**src/rtl/yq_pkg.sv**
```systemverilog
package yq_pkg;

    localparam int unsigned RS_W = 32;
    localparam logic [RS_W-1:0] IGNORE_BITS = 32'h0000_FC00;  // bits 15..10
    localparam logic [RS_W-1:0] RS_RESCHED  = 32'hFFFF_FFFF;
    localparam logic [RS_W-1:0] RS_POLL     = 32'hFFFF_FFFE;

    typedef enum logic [2:0] {
        M_FREE,
        M_RESCHED,
        M_POLL,
        M_WAIT,
        M_BADNEG
    } yq_mode_e;

    typedef enum logic [2:0] {
        XC_UNDERFLOW = 3'd0,
        XC_BADQUAL   = 3'd2,
        XC_YSCHED    = 3'd4
    } yq_xcode_e;

    typedef struct packed {
        logic      dealloc;
        logic      resched;
        logic      wr;
        logic      thr;
        logic      ri;
        logic      wait_go;
        yq_xcode_e code;
    } yq_act_t;

    function automatic yq_mode_e classify(input logic [RS_W-1:0] rs);
        if (rs == '0)              return M_FREE;
        else if (rs == RS_RESCHED) return M_RESCHED;
        else if (rs == RS_POLL)    return M_POLL;
        else if (!rs[RS_W-1])      return M_WAIT;
        else                       return M_BADNEG;
    endfunction

    function automatic logic [RS_W-1:0] strip_ignored(input logic [RS_W-1:0] rs);
        return rs & ~IGNORE_BITS;
    endfunction

endpackage

```
**src/rtl/yq_peer_scan.sv**
```systemverilog
module yq_peer_scan #(
    parameter int unsigned NTC = 4,
    parameter int unsigned VW  = 2,
    localparam int unsigned TW = (NTC > 1) ? $clog2(NTC) : 1
) (
    input  logic [TW-1:0]     self_tc,
    input  logic [VW-1:0]     self_vpe,
    input  logic [NTC-1:0]    tc_da,
    input  logic [NTC-1:0]    tc_halt,
    input  logic [NTC-1:0]    tc_act,
    input  logic [NTC*VW-1:0] tc_vpe,
    output logic              peer_ok
);
    logic [NTC-1:0] eligible;

    for (genvar t = 0; t < NTC; t++) begin : g_tc
        assign eligible[t] = (TW'(t) != self_tc)
                           && (tc_vpe[t*VW +: VW] == self_vpe)
                           && tc_da[t] && !tc_halt[t] && tc_act[t];
    end

    assign peer_ok = |eligible;
endmodule

```
**src/rtl/yq_decide.sv**
```systemverilog
module yq_decide
    import yq_pkg::*;
#(
    parameter int unsigned NQ = 16
) (
    input  logic [RS_W-1:0] rs_eff,
    input  yq_mode_e        mode,
    input  logic [NQ-1:0]   qual_mask,
    input  logic            peer_ok,
    input  logic            ysi_en,
    input  logic            self_dt,
    input  logic            mt_present,
    input  logic            rt_nz,
    output yq_act_t         act
);
    logic            trap;
    logic [RS_W-1:0] mask_ext;

    assign trap     = ysi_en & self_dt;
    assign mask_ext = RS_W'(qual_mask);

    always_comb begin
        act      = '0;
        act.code = XC_UNDERFLOW;
        if (!mt_present) begin
            act.ri = 1'b1;
        end else begin
            unique case (mode)
                M_FREE: begin
                    if (peer_ok && !trap) begin
                        act.dealloc = 1'b1;
                        act.resched = 1'b1;
                        act.wr      = rt_nz;
                    end else begin
                        act.thr  = 1'b1;
                        act.code = XC_UNDERFLOW;
                    end
                end
                M_RESCHED: begin
                    if (trap) begin
                        act.thr  = 1'b1;
                        act.code = XC_YSCHED;
                    end else begin
                        act.resched = 1'b1;
                        act.wr      = rt_nz;
                    end
                end
                M_POLL: act.wr = rt_nz;
                M_WAIT: begin
                    if (|(rs_eff & ~mask_ext)) begin
                        act.thr  = 1'b1;
                        act.code = XC_BADQUAL;
                    end else if (trap) begin
                        act.thr  = 1'b1;
                        act.code = XC_YSCHED;
                    end else begin
                        act.resched = 1'b1;
                        act.wait_go = 1'b1;
                    end
                end
                default: act.ri = 1'b1;
            endcase
        end
    end
endmodule

```
**src/rtl/yq_wait.sv**
```systemverilog
module yq_wait #(
    parameter int unsigned NQ = 16
) (
    input  logic          clk,
    input  logic          rst,
    input  logic          start,
    input  logic [NQ-1:0] start_mask,
    input  logic [NQ-1:0] qual_in,
    input  logic [NQ-1:0] qual_mask,
    output logic          blocked,
    output logic          release_now
);
    logic [NQ-1:0] wait_mask;

    assign release_now = blocked && |(qual_in & qual_mask & wait_mask);

    always_ff @(posedge clk) begin
        if (rst) begin
            blocked   <= 1'b0;
            wait_mask <= '0;
        end else if (start && !blocked) begin
            blocked   <= 1'b1;
            wait_mask <= start_mask;
        end else if (release_now) begin
            blocked   <= 1'b0;
        end
    end

    a_r8_hold_until_match: assert property (@(posedge clk) disable iff (rst)
        (blocked && !release_now) |=> blocked);
    a_r8_drop_after_match: assert property (@(posedge clk) disable iff (rst)
        release_now |=> !blocked);
endmodule

```
**src/rtl/yq_unit.sv**
```systemverilog
module yq_unit
    import yq_pkg::*;
#(
    parameter int unsigned NQ  = 16,   // qualifier count, at most 31
    parameter int unsigned NTC = 4,
    parameter int unsigned VW  = 2,
    localparam int unsigned TW = (NTC > 1) ? $clog2(NTC) : 1
) (
    input  logic              clk,
    input  logic              rst,
    input  logic              req_valid,
    input  logic [31:0]       req_rs,
    input  logic              req_rt_nz,
    input  logic              mt_present,
    input  logic              ysi_en,
    input  logic              self_dt,
    input  logic [NQ-1:0]     qual_mask,
    input  logic [NQ-1:0]     qual_in,
    input  logic [TW-1:0]     self_tc,
    input  logic [VW-1:0]     self_vpe,
    input  logic [NTC-1:0]    tc_da,
    input  logic [NTC-1:0]    tc_halt,
    input  logic [NTC-1:0]    tc_act,
    input  logic [NTC*VW-1:0] tc_vpe,
    output logic              blocked,
    output logic              dealloc_o,
    output logic              resched_o,
    output logic              res_valid,
    output logic [31:0]       res_data,
    output logic              thr_exc,
    output logic [2:0]        thr_code,
    output logic              ri_exc
);
    logic            peer_ok;
    logic            release_now;
    logic            accept;
    logic            rt_hold;
    logic [RS_W-1:0] rs_eff;
    logic [RS_W-1:0] sample;
    yq_mode_e        mode;
    yq_act_t         act;

    assign mode   = classify(req_rs);
    assign rs_eff = strip_ignored(req_rs);
    assign accept = req_valid && !blocked;
    assign sample = RS_W'(qual_in & qual_mask);

    yq_peer_scan #(.NTC(NTC), .VW(VW)) i_scan (
        .self_tc (self_tc),
        .self_vpe(self_vpe),
        .tc_da   (tc_da),
        .tc_halt (tc_halt),
        .tc_act  (tc_act),
        .tc_vpe  (tc_vpe),
        .peer_ok (peer_ok)
    );

    yq_decide #(.NQ(NQ)) i_decide (
        .rs_eff    (rs_eff),
        .mode      (mode),
        .qual_mask (qual_mask),
        .peer_ok   (peer_ok),
        .ysi_en    (ysi_en),
        .self_dt   (self_dt),
        .mt_present(mt_present),
        .rt_nz     (req_rt_nz),
        .act       (act)
    );

    yq_wait #(.NQ(NQ)) i_wait (
        .clk        (clk),
        .rst        (rst),
        .start      (accept && act.wait_go),
        .start_mask (rs_eff[NQ-1:0]),
        .qual_in    (qual_in),
        .qual_mask  (qual_mask),
        .blocked    (blocked),
        .release_now(release_now)
    );

    always_ff @(posedge clk) begin
        if (rst) begin
            dealloc_o <= 1'b0;
            resched_o <= 1'b0;
            res_valid <= 1'b0;
            res_data  <= '0;
            thr_exc   <= 1'b0;
            thr_code  <= '0;
            ri_exc    <= 1'b0;
            rt_hold   <= 1'b0;
        end else begin
            dealloc_o <= 1'b0;
            resched_o <= 1'b0;
            res_valid <= 1'b0;
            thr_exc   <= 1'b0;
            thr_code  <= '0;
            ri_exc    <= 1'b0;
            if (accept) begin
                dealloc_o <= act.dealloc;
                resched_o <= act.resched;
                res_valid <= act.wr;
                thr_exc   <= act.thr;
                thr_code  <= act.thr ? act.code : 3'd0;
                ri_exc    <= act.ri;
                rt_hold   <= req_rt_nz;
                if (act.wr) res_data <= sample;
            end else if (release_now) begin
                res_valid <= rt_hold;
                if (rt_hold) res_data <= sample;
            end
        end
    end

    a_r3_release_reschedules: assert property (@(posedge clk) disable iff (rst)
        dealloc_o |-> resched_o);
    a_r10_no_result_on_exc: assert property (@(posedge clk) disable iff (rst)
        (thr_exc || ri_exc) |-> !res_valid);
    a_r2_absent_feature: assert property (@(posedge clk) disable iff (rst)
        (req_valid && !blocked && !mt_present) |=> ri_exc);
    a_r12_ignore_when_parked: assert property (@(posedge clk) disable iff (rst)
        (req_valid && blocked) |=> !(dealloc_o || resched_o || thr_exc || ri_exc));
    a_r7_cause_legal: assert property (@(posedge clk) disable iff (rst)
        thr_exc |-> (thr_code == 3'd0 || thr_code == 3'd2 || thr_code == 3'd4));
    a_r8_park_reschedules: assert property (@(posedge clk) disable iff (rst)
        $rose(blocked) |-> resched_o);
    a_r4_one_outcome: assert property (@(posedge clk) disable iff (rst)
        $onehot0({dealloc_o, thr_exc, ri_exc}));
endmodule

```
**config.mk**
```make
export PLATFORM = sky130hd
export DESIGN_NAME = yq_unit
export DESIGN_NICKNAME = d
export VERILOG_FILES = /design/src/rtl/yq_pkg.sv /design/src/rtl/yq_peer_scan.sv /design/src/rtl/yq_decide.sv /design/src/rtl/yq_wait.sv /design/src/rtl/yq_unit.sv
export SDC_FILE = /design/constraint.sdc
export NUM_CORES = 1
export LEC_CHECK = 0
export BUFFER_PORTS_ARGS = -buffer_cell sky130_fd_sc_hd__clkbuf_2
export CAP_MARGIN = 20
export CORE_MARGIN = 2
export CORE_UTILIZATION = 30
export DETAILED_ROUTE_END_ITERATION = 6
export HOLD_SLACK_MARGIN = 0.12
export MAX_ROUTING_LAYER = met4
export SLEW_MARGIN = 10
export SYNTH_ARGS = -nofsm -noshare
export SYNTH_HDL_FRONTEND = slang
export SYNTH_SLANG_ARGS = --single-unit
```
**constraint.sdc**
```tcl
create_clock -name clk -period 5 [get_ports clk]
set_input_delay 0.5 -clock clk [delete_from_list [all_inputs] [get_ports clk]]
set_output_delay 0.5 -clock clk [all_outputs]
set_load 0.01 [all_outputs]
```
==> results of run 1 <==
==> cell families (layout without fill, tap and decap cells) <==
logic type	after synthesis	in the layout	synth area share, %
muxes	11	11	5.33
AOI/OAI and AO/OA	52	52	23.1
and+or+nand+nor	91	91	24.0
buffers and inverters	31	131	10.2
xor gates and xnor gates	8	8	3.39
other	1	17	0.181
DFF	35	35	33.9
==> worst reg2reg max path, delay by kind of cell (launching register included) <==
| kind | cells | cell delay, ps |
|---|---|---|
| and+or+nand+nor | 4 | 1000 |
| AOI/OAI and AO/OA | 1 | 390 |
| DFF | 1 | 350 |
| muxes | 1 | 320 |
==> cell type report <==
| type | count | area [sq um] | area share [%] |
|---|---|---|---|
| flip-flops and latches | 35 | 701 | 25.4 |
| multi-input cells | 179 | 1220 | 44.1 |
| repair buffers | 118 | 591 | 21.4 |
| well taps | 80 | 100 | 3.63 |
| clock inverters | 2 | 60.1 | 2.18 |
| inverters | 5 | 18.8 | 0.680 |
| clock buffers | 6 | 72.6 | 2.63 |
==> state kept, by name, indices dropped and copies added (netlist names) <==
name and cells:
dealloc_o 1, i_wait.blocked 1, i_wait.wait_mask 10, res_data 16
res_valid 1, resched_o 1, ri_exc 1, rt_hold 1
thr_code 2, thr_exc 1
==> per-stage QoR <==
stage / hold slack (ps) / total power, uW / std cells / utilization, %
floorplan: 461 / 326 / 245 / -
global placement: 452 / 373 / 417 / 39.1
detailed placement: 458 / 373 / 417 / 39.1
CTS: 438 / 678 / 425 / 41.1
global route: 438 / 698 / 425 / 41.1
finish: 438 / 673 / 425 / 41.1
==> synth_stat cells, types with 3 or more instances <==
cell type,number
o211ai_2,10
o21ai_0,3
xnor2_1,4
a21oi_1,10
mux2i_1,11
o2111ai_1,4
nand2b_1,7
nor4_1,11
nand3_1,28
a21oi_2,10
o211ai_1,6
and3b_1,3
nand4_1,11
nand2_1,9
inv_1,5
nor2_1,14
buf_4,17
clkbuf_1,3
buf_2,3
xor2_1,4
dfxtp_1,35
==> where the power goes <==
part           internal (uW)  switching, uW
registers                280          0.459
clock network            199            106
logic                   38.1           48.5
==> cell usage in the layout, fill, tap and decap left out, drive strengths merged <==
cell type	netlist	layout
o211ai	16	16
a21boi	1	1
nor2	14	14
nand4	11	11
inv	5	5
or2	1	1
a2111oi	2	2
o32a	1	1
mux2i	11	11
o22ai	1	1
conb	1	17
a21oi	20	20
xnor2	4	4
o2111a	1	1
nor4	12	12
nor3b	1	1
and3b	3	3
o2111ai	5	5
clkbuf	3	124
o32ai	1	1
o2bb2ai	1	1
dfxtp	35	35
nand2	9	9
xor2	4	4
nor3	1	1
nand2b	7	7
nand3	28	28
o21ai	3	3
nand3b	2	2
nor2b	2	2
bufinv	0	2
==> metal layers <==
| metal | wire [um] | part of all wire (%) |
|---|---|---|
| met5 | 0 | 0 |
| met4 | 69 | 1.1 |
| met3 | 468 | 7.5 |
| met2 | 2950 | 47 |
| met1 | 2780 | 44 |
==> worst paths after layout <==
kind | startpoint | to | slack, ps
max | req_rs[16] | i_wait.wait_mask[1] | 2670
min | qual_in[12] | res_data[12] | 440
max reg2reg | i_wait.blocked | i_wait.wait_mask[1] | 2820
min reg2reg | res_data[8] | res_data[8] | 470
==> results.sh, run 1 <==
export IMPL_synth_cell_types=39
export IMPL_setup_ws_ps=2670
export IMPL_port_buffers=118
export IMPL_cp_slowest_cell="nand3_1"
export IMPL_coreArea_sq_um=6720
export IMPL_drt_wirelength_per_cell_um=14.7
export IMPL_diodes=0
export IMPL_htree_levels=2
export IMPL_drtIter0Drc=93
export IMPL_path_class="in2reg"
export IMPL_die_height_um=87.0
export IMPL_syn_to_final_growth_pct=33.5
export IMPL_setup_tns_ps=0
export IMPL_path_cells="clkbuf_2, nor4_1, nand4_1, nor4_2, nand3_1, mux2i_1, nor2_1"
export IMPL_grt_ovfl_total=0
export IMPL_cts_buffers=5
export IMPL_final_min_clock_period_ps=2330
export IMPL_numClockSinks=35
export IMPL_design_area_sq_um=2760
export IMPL_fmax_mhz=429
export IMPL_routed_wl_um=6270
export IMPL_p_leak_uw=0.00127
export IMPL_hold_path_depth=3
export IMPL_cts_setup_buffers=0
export IMPL_antenna_left=0
export IMPL_routabilityCongestion=0.848
export IMPL_grt_busiest_layer="met2"
export IMPL_synthFlopType="dfxtp_1"
export IMPL_pre_cts_slack_ps=2320
export IMPL_synth_area_sq_um=2070
export IMPL_use_met1_pct=22.7
export IMPL_grt_pass1_vias=2044
export IMPL_nets=439
export IMPL_synth_avg_cell_area_sq_um=9.03
export IMPL_grt_pass1_wl_um=9770
export IMPL_finalCritPeriodShare_pct=46.6
export IMPL_viasPerCell=5.05
export IMPL_syn_inst=229
export IMPL_dpl_instance_area_sq_um=2630
export IMPL_io_pins=136
export IMPL_core_rowCount=30
export IMPL_grt_use_met2_pct=26.3
export IMPL_async_flop_share_pct=0
export IMPL_post_cts_resized=0
export IMPL_yosys_register_bits=35
export IMPL_worst_slew_pin_transition_ps=906
export IMPL_initial_core_util_pct=30.8
export IMPL_holdBufCountCts=0
export IMPL_synth_area_top_cells="dfxtp_1 34%, nand3_1 6.8%, buf_4 6.2%, o211ai_2 6.1%, mux2i_1 5.3%"
export IMPL_ys_warn_count=0
export IMPL_status="finished clean"
export IMPL_critPathLaunchType="primary input"
export IMPL_clock_skew_ps=6.58
export IMPL_cts_root_buf="clkbuf_8"
export IMPL_crit_family="simple AND/OR/NAND/NOR gates"
export IMPL_dr_pass1_iters=4
export IMPL_drive_gt1_share_pct=43.5
export IMPL_synth_edf_count=0
export IMPL_hold_violations=0
export IMPL_crit_path_end_kind="register"
export IMPL_antenna_found_initial=0
export IMPL_crit_cells=7
export IMPL_maxCapViolations=0
export IMPL_rr_worst_depth=6
export IMPL_yosys_area_top_type="dfxtp_1"
export IMPL_required_ps=5160
export IMPL_slew_headroom_pct=39.6
export IMPL_yosys_area_top_type_share_pct=33.9
export IMPL_hold_class="in2reg"
export IMPL_grt_usage_pct=16.9
export IMPL_dp_hpwl_um=5080
export IMPL_drcViolationCount=0
export IMPL_clk_latency_ps=290
export IMPL_setup_viol=0
export IMPL_dieArea_sq_um=7570
export IMPL_grt_max_degree=33
export IMPL_cp_num_buf_inv=1
export IMPL_cpPeakStageDelay_ps=540
export IMPL_met3_usage_pct=2.94
export IMPL_fillers=703
export IMPL_slew_viol_final=0
export IMPL_vias=2146
export IMPL_grt_setup_unrepaired="false"
export IMPL_ir_drop_v=0.000101
export IMPL_seq_area_frac_synth_pct=33.9
export IMPL_worstPathArrival_ps=2480
export IMPL_cts_tree="yes"
export IMPL_p_per_area_nw_per_um2=244
export IMPL_cts_buffer_depth=2
export IMPL_die_x_um=87.0
export IMPL_crit_fanout=11
export IMPL_clk_pin_slew_ps=70
Note: power is estimated with default switching activity, not from simulation.
==> run 2, diff against run 1 <==
==> constraint.sdc (replaced) <==
create_clock -name clk -period 2.3 [get_ports clk]
set_input_delay 0.23 -clock clk [delete_from_list [all_inputs] [get_ports clk]]
set_output_delay 0.23 -clock clk [all_outputs]
set_load 0.01 [all_outputs]
==> results.sh, run 2 (synthesized netlist as in run 1, its figures left out) <==
export IMPL_htree_levels=2
export IMPL_design_area_sq_um=2750
export IMPL_die_x_um=87.0
export IMPL_dieArea_sq_um=7570
export IMPL_dp_hpwl_um=5120
export IMPL_coreArea_sq_um=6720
export IMPL_largest_register_ffs=16
export IMPL_port_buffers=118
export IMPL_grt_ovfl_total=0
export IMPL_grt_max_degree=33
export IMPL_largestRegisters="res_data x16, i_wait.wait_mask x10, thr_code x2"
export IMPL_routabilityCongestion=0.870
export IMPL_slew_headroom_pct=48.1
export IMPL_final_common_cell="clkbuf_2"
export IMPL_maxCapViolations=0
export IMPL_nets=443
export IMPL_required_ps=2510
export IMPL_final_min_clock_period_ps=1900
export IMPL_viasPerCell=5.02
export IMPL_crit_path_end_kind="register"
export IMPL_cts_buffers=5
export IMPL_critPathLaunchType="register"
export IMPL_hold_violations=0
export IMPL_setup_viol=0
export IMPL_setup_tns_ps=0
export IMPL_pre_cts_slack_ps=174
export IMPL_clk_pin_slew_ps=70
export IMPL_diodes=0
export IMPL_slew_viol_final=0
export IMPL_whs_ps=176
export IMPL_status="finished clean"
export IMPL_drive_gt1_share_pct=44.1
export IMPL_cts_setup_buffers=0
export IMPL_cts_root_buf="clkbuf_8"
export IMPL_antenna_left=0
export IMPL_p_per_area_nw_per_um2=448
export IMPL_fmax_mhz=527
export IMPL_ir_drop_v=0.000174
export IMPL_drtIter0Drc=78
export IMPL_numClockSinks=35
export IMPL_dpl_instance_area_sq_um=2670
export IMPL_io_pins=136
export IMPL_grt_pass1_wl_um=9530
export IMPL_worstPathArrival_ps=2110
export IMPL_dr_pass1_iters=4
export IMPL_drcViolationCount=0
export IMPL_syn_to_final_growth_pct=33.2
export IMPL_cts_buffer_depth=2
export IMPL_antenna_found_initial=0
export IMPL_mostFrequentLayoutCells="118 x clkbuf_2, 35 x dfxtp_1, 28 x nand3_1"
export IMPL_setup_ws_ps=401
export IMPL_post_cts_resized=0
export IMPL_clock_skew_ps=8.39
export IMPL_initial_core_util_pct=30.8
export IMPL_routed_wl_um=6210
export IMPL_crit_fanout=16
export IMPL_core_rowCount=30
export IMPL_drt_wirelength_per_cell_um=14.5
export IMPL_vias=2153
export IMPL_clk_latency_ps=290
export IMPL_cts_tree="yes"
export IMPL_worst_slew_pin_transition_ps=778
export IMPL_grt_pass1_vias=2000
export IMPL_grt_setup_unrepaired="false"
export IMPL_path_class="reg2reg"
export IMPL_holdBufCountCts=0
export IMPL_hold_class="in2reg"
export IMPL_die_height_um=87.0
export IMPL_finalCritPeriodShare_pct=82.5
export IMPL_grt_usage_pct=16.4
export IMPL_p_leak_uw=0.00127
export IMPL_largest_register="res_data"
==> run 2: worst max-delay path: stages (launching register included) <==
cell and delay (ps):
dfxtp_1 350, nor2b_2 180, nand2_1 190, a21oi_1 390, o2111a_2 300, buf_12 160
o211ai_1 110, a21oi_1 160
==> run 2: final timing paths <==
check	from	to	slack, ps	cells past startpoint
max	i_wait.blocked	res_data[7]	400	7
min reg2reg	res_data[8]	res_data[8]	470	2
min	qual_in[15]	res_data[15]	180	3
max reg2reg	i_wait.blocked	res_data[7]	400	7
==> run 2: metrics by stage <==
step                      utilization, %  total power, uW  cells
after floorplan                        -              709    245
after global placement              39.7              809    421
after detailed placement            39.7              810    421
after CTS                           41.0             1240    429
after global routing                41.0             1290    429
final                               41.0             1230    429
==> run 2: where the power goes <==
group | internal [uW] | leakage, uW | total, uW | switching, uW
Combinational | 82.8 | 0.000944 | 188 | 105
Clock | 212 | 0.0000412 | 437 | 226
Sequential | 608 | 0.000282 | 609 | 0.972
==> run 2: cell type report <==
| class | count | area, sq um |
|---|---|---|
| well taps | 80 | 100 |
| multi-input cells | 179 | 1220 |
| inverters | 5 | 18.8 |
| repair buffers | 122 | 633 |
| flip-flops and latches | 35 | 701 |
| fillers | 699 | 3970 |
| clock inverters | 2 | 12.5 |
| clock buffers | 6 | 72.6 |
==> run 2: routing by layer <==
metal / wire (um) / share of wire, % / GRT usage (%)
met5: 0 / 0 / -
met4: 89 / 1.4 / 5.26
met3: 497 / 8.0 / 3.32
met2: 2800 / 45 / 25.6
met1: 2820 / 45 / 21.3
==> run 3, diff against run 2 <==
==> constraint.sdc (replaced) <==
create_clock -name clk -period 1.6 [get_ports clk]
set_input_delay 0.16 -clock clk [delete_from_list [all_inputs] [get_ports clk]]
set_output_delay 0.16 -clock clk [all_outputs]
set_load 0.01 [all_outputs]
==> results.sh, run 3 (synthesized netlist as in run 1, its figures left out) <==
export IMPL_p_per_area_nw_per_um2=583
export IMPL_hold_class="in2reg"
export IMPL_status="finished clean"
export IMPL_ff_latch_area_sq_um=702
export IMPL_ir_drop_v=0.000329
export IMPL_crit_path_end_kind="register"
export IMPL_clk_pin_slew_ps=80
export IMPL_setup_viol=0
export IMPL_grt_setup_unrepaired="true"
export IMPL_port_buffers=118
export IMPL_grt_ovfl_total=0
export IMPL_fillers=661
export IMPL_slew_viol_final=0
export IMPL_required_ps=1840
export IMPL_antenna_found_initial=0
export IMPL_coreArea_sq_um=6720
export IMPL_largest_register="res_data"
export IMPL_dr_wl_met3_um=519
export IMPL_grt_pass1_vias=2209
export IMPL_numClockSinks=35
export IMPL_crit_fanout=10
export IMPL_met2_length_um=3140
export IMPL_critPathLaunchType="register"
export IMPL_syn_to_final_growth_pct=53.5
export IMPL_core_rowCount=30
export IMPL_top_layer="met4"
export IMPL_grt_max_degree=24
export IMPL_routabilityCongestion=0.933
export IMPL_p_leak_uw=0.00149
export IMPL_design_area_sq_um=3170
export IMPL_worstPathArrival_ps=1750
export IMPL_largest_register_ffs=16
export IMPL_cts_buffer_depth=2
export IMPL_worst_slew_pin_transition_ps=528
export IMPL_drive_gt1_share_pct=48.7
export IMPL_htree_levels=2
export IMPL_cts_buffers=5
export IMPL_dr_pass1_iters=4
export IMPL_drcViolationCount=0
export IMPL_viasPerCell=4.92
export IMPL_cts_root_buf="clkbuf_8"
export IMPL_slew_headroom_pct=64.8
export IMPL_fmax_mhz=659
export IMPL_grt_usage_pct=17.9
export IMPL_finalCritPeriodShare_pct=94.8
export IMPL_multi_input_area_sq_um=1240
export IMPL_cts_tree="yes"
export IMPL_dp_hpwl_um=5280
export IMPL_hold_violations=0
export IMPL_clk_latency_ps=290
export IMPL_die_x_um=87.0
export IMPL_pre_cts_slack_ps=-228
export IMPL_setup_ws_ps=83.6
export IMPL_initial_core_util_pct=30.8
export IMPL_antenna_left=0
export IMPL_dieArea_sq_um=7570
export IMPL_diodes=0
export IMPL_die_height_um=87.0
export IMPL_drt_wirelength_per_cell_um=14.1
export IMPL_mostFrequentLayoutCells="118 x clkbuf_2, 34 x dfxtp_1, 31 x buf_4"
export IMPL_drtIter0Drc=109
export IMPL_path_class="reg2reg"
export IMPL_routed_wl_um=6640
export IMPL_final_common_cell="clkbuf_2"
export IMPL_io_pins=136
export IMPL_maxCapViolations=0
export IMPL_wl_met1_um=2920
export IMPL_nets=486
export IMPL_largestRegisters="res_data x16, i_wait.wait_mask x10, thr_code x2"
export IMPL_clock_skew_ps=10.6
export IMPL_final_min_clock_period_ps=1520
export IMPL_vias=2321
export IMPL_dpl_instance_area_sq_um=2940
export IMPL_grt_pass1_wl_um=10400
==> run 3: final timing paths <==
path              slack [ps]  cells past startpoint           start           end
setup / recovery          80                      7  i_wait.blocked  res_data[14]
hold / removal           120                      3      qual_in[2]   res_data[2]
setup reg to reg          80                      7  i_wait.blocked  res_data[14]
hold reg to reg          470                      2     res_data[7]   res_data[7]
==> run 3: cell type report <==
class	count	share of cell area, %
Multi-Input combinational cell	179	39.1
Timing Repair Buffer	165	32.3
Clock inverter	2	0.394
Inverter	5	0.592
Clock buffer	6	2.29
Tap cell	80	3.16
Sequential cell	35	22.1
==> run 3: repair_timing <==
item                       in CTS  in global routing
buffers inserted                0                  2
hold buffers                   11                  0
hold endpoints to repair        6                  0
setup endpoints to repair       0                 27
resized for setup               0                  6
==> run 3: metrics by stage <==
| stage | setup TNS (ps) | power (uW) | instances | hold slack [ps] | util (%) |
|---|---|---|---|---|---|
| 2_1_floorplan | 0 | 1020 | 245 | 238 | - |
| 3_3_place_gp | -5480 | 1200 | 451 | 405 | 43.7 |
| 3_5_place_dp | -5550 | 1210 | 451 | 408 | 43.7 |
| 4_1_cts | 0 | 1860 | 470 | 120 | 46.6 |
| 5_1_grt | -80.1 | 1930 | 472 | 134 | 47.2 |
| 6_report | 0 | 1850 | 472 | 125 | 47.2 |
==> run 3: routing by layer <==
layer / global-route usage, % / vias up
met4: 4.40 / 0
li1: - / 1149
met1: 22.6 / 1071
met2: 28.4 / 94
met5: - / -
met3: 4.74 / 7
==> run 3: report_power, final <==
group,switching [uW],internal [uW]
sequential,1.38,875
combinational,167,172
clock,329,304
total,498,1350
==> run 3: worst max-delay path: stages, from the launching register on <==
cell and delay (ps):
dfxtp_1 320, nor2b_2 120, nand2_1 90, buf_4 160, o32ai_4 340, buf_12 190
o211ai_2 110, a21oi_2 130
